$ cat config.mk
export PLATFORM = sky130hd
export DESIGN_NAME = periph_addr_decoder
export DESIGN_NICKNAME = d
export VERILOG_FILES = /design/src/rtl/pad_pkg.sv /design/src/rtl/pad_region_dec.sv /design/src/rtl/pad_regfile.sv /design/src/rtl/periph_addr_decoder.sv
export SDC_FILE = /design/constraint.sdc
export NUM_CORES = 1
export LEC_CHECK = 0
export ABC_AREA = 1
export BUFFER_PORTS_ARGS = -buffer_cell sky130_fd_sc_hd__buf_4
export CORE_AREA = 2 2 111 113
export DETAILED_ROUTE_END_ITERATION = 8
export DIE_AREA = 0 0 113 115
export PLACE_DENSITY_LB_ADDON = 0.15
export SLEW_MARGIN = 20
export SYNTH_ARGS = -nofsm -noshare
export SYNTH_HDL_FRONTEND = slang
export SYNTH_SLANG_ARGS = --single-unit
$ cat constraint.sdc
create_clock -name clk -period 0.8 [get_ports clk]
set_input_delay 0.04 -clock clk [delete_from_list [all_inputs] [get_ports clk]]
set_output_delay 0.04 -clock clk [all_outputs]
set_load 0.02 [all_outputs]
$ cat src/rtl/pad_pkg.sv
package pad_pkg;
  localparam int ADDR_W = 24;
  localparam int DATA_W = 32;
  localparam int BE_W   = DATA_W / 8;

  typedef enum logic [1:0] {
    TMAP_FULL = 2'd0,
    TMAP_EXCL = 2'd1,
    TMAP_PAIR = 2'd2,
    TMAP_RSVD = 2'd3
  } tmap_e;

  typedef enum logic [2:0] {
    RGN_NONE = 3'd0,
    RGN_TMR  = 3'd1,
    RGN_CUST = 3'd2,
    RGN_MIRR = 3'd3,
    RGN_REGS = 3'd4
  } rgn_e;

  localparam logic [DATA_W-1:0] CHIP_ID = 32'hC0CA_CAFE;

  // word indices inside the 64-byte repeating block
  localparam logic [3:0] W_ID       = 4'd0;
  localparam logic [3:0] W_IRQ_EN   = 4'd2;
  localparam logic [3:0] W_IRQ_PEND = 4'd3;
  localparam logic [3:0] W_RATE     = 4'd8;
  localparam logic [3:0] W_CFG      = 4'd9;
  localparam logic [3:0] W_CMD      = 4'd10;

  localparam logic [DATA_W-1:0] KEEP_IRQ  = 32'hFF00_0000;
  localparam logic [DATA_W-1:0] KEEP_CFG  = 32'hFF80_0000;
  localparam logic [DATA_W-1:0] KEEP_RATE = 32'h0080_0000;
  localparam logic [DATA_W-1:0] KEEP_ALL  = 32'hFFFF_FFFF;
  localparam int RATE_BIT = 23;

  // returns {timer_b, timer_a}
  function automatic logic [1:0] tmr_map(input tmap_e mode, input logic [1:0] code);
    logic [1:0] r;
    case (mode)
      TMAP_EXCL: r = (code == 2'd1) ? 2'b01 : (code == 2'd2) ? 2'b10 : 2'b00;
      TMAP_PAIR: r = code[1] ? 2'b10 : 2'b01;
      default:   r = {code[1], code[0]};
    endcase
    return r;
  endfunction

  function automatic logic [DATA_W-1:0] lane_mask(input logic [BE_W-1:0] be);
    logic [DATA_W-1:0] m;
    for (int i = 0; i < BE_W; i++) m[i*8 +: 8] = {8{be[i]}};
    return m;
  endfunction

  function automatic logic [DATA_W-1:0] merge_bits(input logic [DATA_W-1:0] old_v,
                                                   input logic [DATA_W-1:0] new_v,
                                                   input logic [DATA_W-1:0] m);
    return (old_v & ~m) | (new_v & m);
  endfunction
endpackage

$ cat src/rtl/pad_region_dec.sv
module pad_region_dec
  import pad_pkg::*;
#(
  parameter int AW        = 24,
  parameter logic [7:0] TMR_PAGE  = 8'hBF,
  parameter logic [7:0] CUST_PAGE = 8'hDF,
  parameter logic [7:0] MIRR_PAGE = 8'hB9,
  parameter logic [7:0] REG_PAGE  = 8'hB8,
  parameter int REPEAT_W  = 6
) (
  input  logic                 req,
  input  logic [AW-1:0]        addr,
  input  tmap_e                mode,
  output rgn_e                 rgn,
  output logic                 tsel_a,
  output logic                 tsel_b,
  output logic                 csel,
  output logic [AW-9:0]        coff,
  output logic [REPEAT_W-3:0]  word
);
  localparam int PAGE_LO = AW - 8;

  logic [7:0] page;
  logic [1:0] tm;

  assign page = addr[AW-1 -: 8];

  always_comb begin
    rgn = RGN_NONE;
    if (page == TMR_PAGE)                               rgn = RGN_TMR;
    else if (page == CUST_PAGE)                         rgn = RGN_CUST;
    else if (page == MIRR_PAGE)                         rgn = RGN_MIRR;
    else if (page == REG_PAGE && !addr[PAGE_LO-1])      rgn = RGN_REGS;
  end

  assign tm     = tmr_map(mode, addr[13:12]);
  assign tsel_a = req && (rgn == RGN_TMR) && tm[0];
  assign tsel_b = req && (rgn == RGN_TMR) && tm[1];
  assign csel   = req && (rgn == RGN_CUST || rgn == RGN_MIRR);
  assign coff   = addr[PAGE_LO-1:0];
  assign word   = addr[REPEAT_W-1:2];
endmodule

$ cat src/rtl/pad_regfile.sv
module pad_regfile
  import pad_pkg::*;
#(
  parameter int DW  = 32,
  parameter int WIW = 4
) (
  input  logic             clk,
  input  logic             rst_n,
  input  logic             wr_en,
  input  logic [WIW-1:0]   word,
  input  logic [DW/8-1:0]  be,
  input  logic [DW-1:0]    wdata,
  output logic [DW-1:0]    rd_data,
  output logic             rate_sel,
  output logic [DW-1:0]    cmd_q
);
  logic [DW-1:0] irq_en_q, irq_pend_q, rate_q, cfg_q;
  logic [DW-1:0] lm;

  assign lm = lane_mask(be);

  always_ff @(posedge clk or negedge rst_n) begin
    if (!rst_n) begin
      irq_en_q   <= '0;
      irq_pend_q <= '0;
      rate_q     <= '0;
      cfg_q      <= '0;
      cmd_q      <= '0;
    end else if (wr_en) begin
      case (word)
        W_IRQ_EN:   irq_en_q   <= merge_bits(irq_en_q,   wdata, lm & KEEP_IRQ);
        W_IRQ_PEND: irq_pend_q <= merge_bits(irq_pend_q, wdata, lm & KEEP_IRQ);
        W_RATE:     rate_q     <= merge_bits(rate_q,     wdata, lm & KEEP_RATE);
        W_CFG:      cfg_q      <= merge_bits(cfg_q,      wdata, lm & KEEP_CFG);
        W_CMD:      cmd_q      <= merge_bits(cmd_q,      wdata, lm & KEEP_ALL);
        default: ;
      endcase
    end
  end

  always_comb begin
    case (word)
      W_ID:         rd_data = CHIP_ID;
      W_IRQ_EN:     rd_data = irq_en_q;
      W_IRQ_PEND:   rd_data = irq_pend_q;
      W_RATE:       rd_data = rate_q;
      W_CFG, W_CMD: rd_data = cfg_q;
      default:      rd_data = '0;
    endcase
  end

  assign rate_sel = rate_q[RATE_BIT];
endmodule

$ cat src/rtl/periph_addr_decoder.sv
module periph_addr_decoder
  import pad_pkg::*;
(
  input  logic        clk,
  input  logic        rst_n,
  input  logic        bus_req,
  input  logic        bus_we,
  input  logic [23:0] bus_addr,
  input  logic [3:0]  bus_be,
  input  logic [31:0] bus_wdata,
  input  logic [1:0]  map_mode,
  input  logic [31:0] ext_rdata,
  output logic        tmr_a_sel,
  output logic        tmr_b_sel,
  output logic        cust_sel,
  output logic [15:0] cust_addr,
  output logic        bus_ack,
  output logic [31:0] bus_rdata,
  output logic        tick_60hz,
  output logic [31:0] cmd_word
);
  localparam int REPEAT_W = 6;
  localparam int WIW      = REPEAT_W - 2;

  rgn_e            rgn;
  tmap_e           mode_e;
  logic [WIW-1:0]  word;
  logic [31:0]     reg_rd;
  logic [31:0]     rd_val;

  // named events for the checker
  logic reg_wr_evt, rd_id_evt, rd_irq_evt;

  assign mode_e = tmap_e'(map_mode);

  pad_region_dec #(.AW(ADDR_W), .REPEAT_W(REPEAT_W)) u_dec (
    .req    (bus_req),
    .addr   (bus_addr),
    .mode   (mode_e),
    .rgn    (rgn),
    .tsel_a (tmr_a_sel),
    .tsel_b (tmr_b_sel),
    .csel   (cust_sel),
    .coff   (cust_addr),
    .word   (word)
  );

  assign reg_wr_evt = bus_req && bus_we && (rgn == RGN_REGS);
  assign rd_id_evt  = bus_req && !bus_we && (rgn == RGN_REGS) && (word == W_ID);
  assign rd_irq_evt = bus_req && !bus_we && (rgn == RGN_REGS) &&
                      (word == W_IRQ_EN || word == W_IRQ_PEND);

  pad_regfile #(.DW(DATA_W), .WIW(WIW)) u_regs (
    .clk      (clk),
    .rst_n    (rst_n),
    .wr_en    (reg_wr_evt),
    .word     (word),
    .be       (bus_be),
    .wdata    (bus_wdata),
    .rd_data  (reg_rd),
    .rate_sel (tick_60hz),
    .cmd_q    (cmd_word)
  );

  always_comb begin
    case (rgn)
      RGN_TMR:            rd_val = (tmr_a_sel || tmr_b_sel) ? ext_rdata : '0;
      RGN_CUST, RGN_MIRR: rd_val = ext_rdata;
      RGN_REGS:           rd_val = reg_rd;
      default:            rd_val = '0;
    endcase
  end

  always_ff @(posedge clk or negedge rst_n) begin
    if (!rst_n) begin
      bus_ack   <= 1'b0;
      bus_rdata <= '0;
    end else begin
      bus_ack   <= bus_req;
      bus_rdata <= (bus_req && !bus_we) ? rd_val : '0;
    end
  end
endmodule

Yosys cells after proc, flatten, opt, wreduce, memory -nomap -nowiden
Cells that the tools add are included.

Equal/unequal tests: 17. Multiplexer cells: 12. Bitwise operators: 18. Reduce and logical (&&, ||, !) cells: 20.

Operator list (count): $and 32x32->32 (8); $or 32x32->32 (5); $pmux 32 s5 (1); $not 32->32 (3); $pmux 32 s3 (1); $mux 32 (2); $and 32x24->32 (1); $eq 8x8->1 const B (4); $not 24->32 (1); $eq 4x4->1 const B (3); $mux 3 (4); $reduce_and 2->1 (5); $eq 4x2->1 const B (2); $logic_and 1x1->1 (8); $eq 3x2->1 const B (2); $mux 2 (3); $eq 2x1->1 const B (2); $eq 2x2->1 const B (2); $logic_not 4->1 (1); $pmux 2 s2 (1); $reduce_or 2->1 (2); $eq 3x1->1 const B (1); $eq 3x3->1 const B (1); $logic_not 1->1 (2); $logic_or 1x1->1 (2).

Flip-flop bits (word level): 193. Bits of input ports: 98. Output and inout bits: 85. Word-level logic and storage cells: 74.

Depth between registers and ports, before layout
Gate-level depths: netlist of the first run.

Depth in word-level cells: 13. Depth in mapped cells: 12. Depth with buffers taken out: 11.

Modules after synthesis
From an unflattened synthesis of the first run, not the netlist that was laid out.

Cells, all modules: 666. Area total of the unflattened synthesis: 5064.9 um^2.

Modules (own cells, without submodules): pad_regfile (times used 1, cells each 317, area an instance 2825.2 um^2, seq. area each 1451.4 um^2); periph_addr_decoder (times used 1, cells each 288, area an instance 1900.6 um^2, seq. area each 825.8 um^2); pad_region_dec (times used 1, cells each 61, area an instance 339.1 um^2, seq. area each 0.0 um^2).

Least setup slack after synthesis of the first run
Ideal clock, no wire load.

Path type: input to register. Start point: input port map_mode[0]. End point: register bus_rdata[0]. Library setup time: 137 ps. Arrival: 1184 ps. Required time: 663 ps. Path slack: -521 ps. Cell stages on the path: 8. Path buffers: 0. Cell sequence: inv_1 ha_1 nor2_1 nand2_1 nand3_1 a21oi_2 nor2_1 nor2_1.

Longest elaborated chain between the ends: 7. Elaborated cells between the ends (all ways): 9. Classes of those cells: eq/ne: 2; mux: 4; reduce/logical: 3.

RTL lines: from (decl) (RTL line periph_addr_decoder.sv:11) `input logic [1:0] map_mode,`; $eq 2x2->1 / $eq 2x1->1 (equally long branches) (RTL line pad_pkg.sv:40) `case (mode)`; $pmux 2 s2 (*) (RTL line pad_pkg.sv:40); $logic_and 1x1->1 (on tied branches) (RTL line pad_region_dec.sv:37, pad_region_dec.sv:38); $logic_or 1x1->1 (*) (RTL line periph_addr_decoder.sv:67) `RGN_TMR: rd_val = (tmr_a_sel || tmr_b_sel) ? ext_rdata : '0;`; $mux 32 (*) (RTL line periph_addr_decoder.sv:67); $pmux 32 s3 (*) (RTL line periph_addr_decoder.sv:66) `case (rgn)`; $mux 32 (*) (RTL line periph_addr_decoder.sv:80) `bus_rdata <= (bus_req && !bus_we) ? rd_val : '0;`; to (signal assigned) (RTL line periph_addr_decoder.sv:80); to (decl) (RTL line periph_addr_decoder.sv:18) `output logic [31:0] bus_rdata,`.

Mark *: on every way between the ends. The rest lies on a longest branch, timed or not. A chain may end at the register's enable or synchronous reset.

Final worst setup path of the first run
Start point: input port map_mode[0]. End point: output port tmr_a_sel.

Longest elaborated chain between the ends: 3. Elaborated cells between the ends (all ways): 4. Classes of those cells: eq/ne: 2; mux: 1; reduce/logical: 1.

RTL lines: $eq 2x2->1 / $eq 2x1->1 (equally long branches) (RTL line pad_pkg.sv:40); $pmux 2 s2 (*) (RTL line pad_pkg.sv:40); $logic_and 1x1->1 (*) (RTL line pad_region_dec.sv:37) `assign tsel_a = req && (rgn == RGN_TMR) && tm[0];`; to (decl) (RTL line periph_addr_decoder.sv:13) `output logic tmr_a_sel,`.

Marks and branches as above.

==> flow_summary.yaml, run 1 <==
worst_setup_path:
  cp_slowest_cell: "ha_4"
  worstPathArrival_ns: 1.03
  worstReg2RegEnd: "bus_rdata[31]"
  crit_path_max_incr_delay_ns: 0.27
  worstSetupEndpointType: "output port"
  r2r_slack_ns: -0.19
  crit_family: "buffers and inverters"
  cp.required_ns: 0.76
  path_buf_inv: 6
  criticalPathCategory: "in2out"
  crit_chain: "buf_8 > inv_8 > ha_4 > inv_2 > nand2_2 > buf_6 > nand3_4 > buf_6 > nor2_4 > buf_6"
  crit_top_cell: "buf_6"
  cp_max_fo: 3
  ff2ff_path_depth: 8
  cp-start-kind: "input pin"
cts:
  ctsHtreeMaxLevel: 3
  clk_latency_ns: 0.33
  cts_buffers: 9
  cts_tree: "built"
  cts-root-buf: "clkbuf_16"
  clkSinkCount: 91
  cts_buffer_depth: 2
  clk_pin_slew_ns: 0.07
synth:
  synthCells: 506
  yosys.cell_types.count: 28
  ys_ff_latch: 91
  syn_area_um2: 4430
  syn_area_per_cell_um2: 8.75
  syn-num-nets: 606
  ys_seq_area_frac: 0.514
  synth_warnings: 0
sta:
  finalSetupViolCount: 159
  rsz0062_at_grt: "yes"
  finalClockSkew_ns: 0.00996
  max_freq_mhz: 934
  worst_pin_slew_ns: 0.400
  maxSlewHeadroom: 0.734
  whs_ns: 0.00415
  slew_viol_final: 0
  finalSetupTns_ns: -21.86
  setup_slack_ns: -0.270
  final_hold_viol_count: 0
  period_share: 1.34
  period_needed_ns: 1.07
floorplanning:
  fp.dieW_um: 113
  die_h_um: 115
  die-area_um2: 13000
  num_rows: 40
  start_util: 0.375
  pin_count: 183
  core_region_area_um2: 11800
placement:
  dpl_cell_area_um2: 6130
  io_buffer_count: 164
  place.gp.congestion: 0.791
  dp_hpwl_um: 8650
run:
  cap_viol_max_count: 0
layout:
  synthToLayoutAreaGrowth_pct: 91.3
  final_common_cell: "buf_4"
  n_fill_cell: 837
  fin_nets: 915
  drive_gt1_frac: 0.571
  diodes: 0
  layout_common_cells: "buf_4, nand2_1, dfrtp_1, buf_6, inv_1"
  design_area_um2: 8470
pwr:
  power_density_nw_per_um2: 1230
  p_total_mw: 10.4
  peakVddDrop_v: 0.00120
  p_leak_nw: 4.24
run_status:
  failed_checks: "design-rule violations, negative setup slack"
  outcome: "finished, violations left"
drt:
  drcViolationCount: 19
  drtIter0Drc: 273
  drtAntennaViolNets: 0
  wire_per_inst_um: 15.2
  wl_um: 14700
  drt_first_pass_iters: 7
  via_count: 4527
  viasPerCell: 4.68
global_route:
  grt_pass1_wl_um: 22600
  grt_start_max_net_pins: 59
  antenna_found_initial: 0
  grt_pass1_vias: 4557
  grt_usage: 0.218
  overflow: 0
worst_hold_path:
  hp-start: "bus_be[2]"
  worstHoldPathCells: 3
  min_path_type: "in2reg"
==> area by class of cell <==
| class | instances | area [µm²] | share of cell area |
|---|---|---|---|
| Timing Repair Buffer | 317 | 3000 | 0.354 |
| Multi-Input combinational cell | 328 | 2400 | 0.283 |
| Sequential cell | 91 | 2280 | 0.269 |
| Inverter | 68 | 297 | 0.0350 |
| Clock buffer | 13 | 270 | 0.0319 |
| Tap cell | 147 | 184 | 0.0217 |
| Clock inverter | 3 | 45.0 | 0.00532 |
==> worst register-to-register path: stages (launching register included) <==
cell     delay, ns
dfrtp_1       0.38
nand3_1       0.07
nand2_1       0.05
nor2_1        0.11
nand2_1       0.06
nand2_1       0.07
nand3_2       0.06
nand2_1       0.06
inv_1         0.03
==> worst max path at each step <==
stage | slack, ns | cells past startpoint | endpoint | start
CTS | -0.27 | 10 | tmr_a_sel | map_mode[0]
detailed placement | -0.68 | 11 | register | bus_addr[22]
global route | -0.31 | 10 | tmr_a_sel | map_mode[0]
finish | -0.27 | 10 | tmr_a_sel | map_mode[0]
global placement | -0.64 | 11 | register | bus_addr[22]
floorplan | -0.37 | 10 | bus_rdata[11] | map_mode[1]
==> cell families after synthesis <==
group,synth area share
AND/OR/NAND/NOR,0.244
buffers and inverters,0.111
flip-flops,0.514
AO/OA/AOI/OAI,0.125
adder cells (fa/ha/maj),0.00565
==> Yosys cell counts (all sizes together) <==
master / count / area [µm²]
a21oi: 20 / 104
and2: 1 / 6.26
buf: 26 / 226
clkbuf: 1 / 3.75
clkinv: 1 / 5.00
dfrtp: 91 / 2280
ha: 2 / 25.0
inv: 67 / 254
nand2: 174 / 708
nand3: 25 / 163
nand3b: 1 / 11.3
nand4: 2 / 12.5
nor2: 32 / 169
nor3: 2 / 10.0
o21ai: 61 / 452
==> layer usage <==
metal,up-vias,GRT usage,share of wire
met4,0,0.0561,0.016
met2,141,0.390,0.53
met3,23,0.0364,0.056
li1,2196,-,-
met1,2167,0.277,0.40
met5,-,0,0
==> power breakdown <==
part           internal [mW]  switching [mW]
sequential              4.61         0.00316
combinational          0.738           0.648
clock                   2.68            1.73
==> through the flow <==
step / worst slack [ns] / util / std cells
final: -0.270 / 0.717 / 967
after global routing: -0.314 / 0.717 / 967
after CTS: -0.272 / 0.681 / 946
after detailed placement: -0.677 / 0.519 / 834
after global placement: -0.637 / 0.519 / 834
after floorplan: -0.369 / - / 506
==> timing repair <==
item / CTS / global route
resized for setup: 173 / 67
buffers inserted: 36 / 21
pin swaps: 50 / 47
hold buffers: 53 / 0
setup endpoints to repair: 159 / 159
hold endpoints to repair: 143 / 0
cloned: 10 / 1
(Power assumes the default switching activity.)
==> inputs of run 2 (changes only) <==
Settings changed: CORE_AREA 2 2 111 113 to 2 2 103 105, CTS_BUF_LIST from default to sky130_fd_sc_hd__clkbuf_8, DIE_AREA 0 0 113 115 to 0 0 105 107.
==> run 2 against run 1 <==
Effect of this change:
- the run ends with negative setup slack left
- combinational power increased by 13%
- worst hold slack improved by 0.0091 ns
- non-clock buffer count increased by 7
- global-route usage increased by 4.7 points
- die area decreased by 14%
- register-to-register slack got worse by 0.10 ns
- total power decreased by 8.8%
- count of clock-buffer cells in the layout decreased by 4
- cell area increased by 1.9%
- critical path type is now in2reg
- critical endpoint is now bus_rdata[28]
- largest power group unchanged
==> flow_summary.yaml, run 2 (synthesis results as in run 1) <==
placement:
  place.gp.congestion: 0.797
  io_buffer_count: 164
  dpl_cell_area_um2: 6100
  dp_hpwl_um: 8430
layout:
  final_common_cell: "buf_4"
  final_core_util: 0.855
  synthToLayoutAreaGrowth_pct: 95.0
  n_fill_cell: 459
  layout_common_cells: "buf_4, dfrtp_1, buf_6, nand2_1, dlygate4sd3_1"
  diodes: 0
  fin_nets: 923
  drive_gt1_frac: 0.598
  design_area_um2: 8630
worst_hold_path:
  min_path_type: "in2reg"
run_status:
  failed_checks: "negative setup slack"
  outcome: "finished, violations left"
drt:
  wl_um: 19100
  wire_per_inst_um: 19.8
  viasPerCell: 5.20
  via_count: 5013
  drtAntennaViolNets: 0
  drt_first_pass_iters: 5
  drtIter0Drc: 249
  drcViolationCount: 0
cts:
  clk_pin_slew_ns: 0.09
  clk_latency_ns: 0.39
  cts_buffer_depth: 2
  cts_tree: "built"
  ctsHtreeMaxLevel: 3
  cts-root-buf: "clkbuf_8"
  clkSinkCount: 91
  cts_buffers: 9
worst_setup_path:
  criticalPathCategory: "in2reg"
  crit_top_cell: "nand2_1"
  crit_chain: "buf_8 > inv_8 > ha_4 > nor2_4 > nand2_2 > nand3_4 > buf_6 > a21oi_4 > nand2_1 > nand3_1 > nand2_1 > inv_1"
  worstSetupEndpointType: "register"
  r2r_slack_ns: -0.29
  cp-start-kind: "input pin"
  cp_max_fo: 7
  cp_slowest_cell: "ha_4"
  worstPathArrival_ns: 1.50
  crit_family: "simple AND/OR/NAND/NOR gates"
  cp.required_ns: 1.11
  crit_path_max_incr_delay_ns: 0.30
  path_buf_inv: 4
global_route:
  antenna_found_initial: 0
  grt_pass1_vias: 4828
  grt_start_max_net_pins: 59
  grt_usage: 0.265
  overflow: 0
  grt_pass1_wl_um: 23600
sta:
  period_share: 1.49
  setup_slack_ns: -0.393
  whs_ns: 0.0132
  finalClockSkew_ns: 0.0218
  worst_pin_slew_ns: 0.436
  maxSlewHeadroom: 0.710
  rsz0062_at_grt: "yes"
  slew_viol_final: 0
  finalSetupViolCount: 159
  period_needed_ns: 1.19
  max_freq_mhz: 839
  final_hold_viol_count: 0
pwr:
  power_density_nw_per_um2: 1100
  p_total_mw: 9.49
  peakVddDrop_v: 0.00113
  p_leak_nw: 4.33
run:
  cap_viol_max_count: 0
floorplanning:
  die_h_um: 107
  num_rows: 37
  start_util: 0.439
  die-area_um2: 11200
  fp.dieW_um: 105
  core_region_area_um2: 10100
  pin_count: 183
==> run 2: changes by cell type in the layout (fill, tap and decap cells not counted), sizes merged <==
cell,previous run,this run
clkinv,1,5
nand2,180,181
clkbuf,14,10
dlygate4sd3,53,62
buf,263,261
==> run 2: path summary, 6_finish.rpt <==
path,cells past startpoint,to,startpoint
max in group asynchronous,3,bus_rdata[1],rst_n
min in group asynchronous,3,asynchronous set/reset pin,rst_n
setup reg to reg,8,bus_rdata[25],register
hold reg to reg,2,register,register
hold / removal,3,register,bus_wdata[27]
setup / recovery,12,bus_rdata[28],map_mode[0]
==> run 2: routing by layer <==
layer | global-route usage | up-vias | wire, µm
li1 | - | 2212 | -
met1 | 0.321 | 2438 | 7080
met2 | 0.474 | 275 | 9880
met3 | 0.0444 | 88 | 1170
met4 | 0.100 | 0 | 960
met5 | 0 | - | 0
==> run 2: per-stage QoR <==
stage                     setup slack (ns)  std cells  TNS [ns]
after floorplan                     -0.369        506    -24.13
after global placement              -0.594        818    -49.09
after detailed placement            -0.643        818    -53.35
after CTS                           -0.259        944    -27.18
after global routing                -0.416        964    -38.75
final                               -0.393        964    -33.72
==> run 2: report_power, final <==
group,internal (mW),switching [mW]
clock network,1.47,1.85
logic,0.798,0.769
registers,4.60,0.00376
total,6.87,2.62
==> run 2: worst min-delay path, stage by stage <==
cell and delay, ns:
buf_4 0.08, inv_1 0.09, o21ai_2 0.14
==> run 2: layout make-up <==
type	count	area (µm²)	area share
Clock inverter	7	77.6	0.00899
Timing Repair Buffer	324	3100	0.359
Tap cell	136	170	0.0197
Clock buffer	9	124	0.0144
Multi-Input combinational cell	329	2590	0.300
Inverter	68	295	0.0342
Sequential cell	91	2280	0.264
==> run 2: repair_timing <==
| item | CTS | global route |
|---|---|---|
| endpoints found under the hold margin | 156 | 0 |
| hold buffers | 62 | 0 |
| gates cloned | 9 | 2 |
| resized for setup | 176 | 117 |
| pin swaps | 37 | 42 |
| endpoints found under the setup margin | 159 | 159 |
| setup buffers | 39 | 19 |
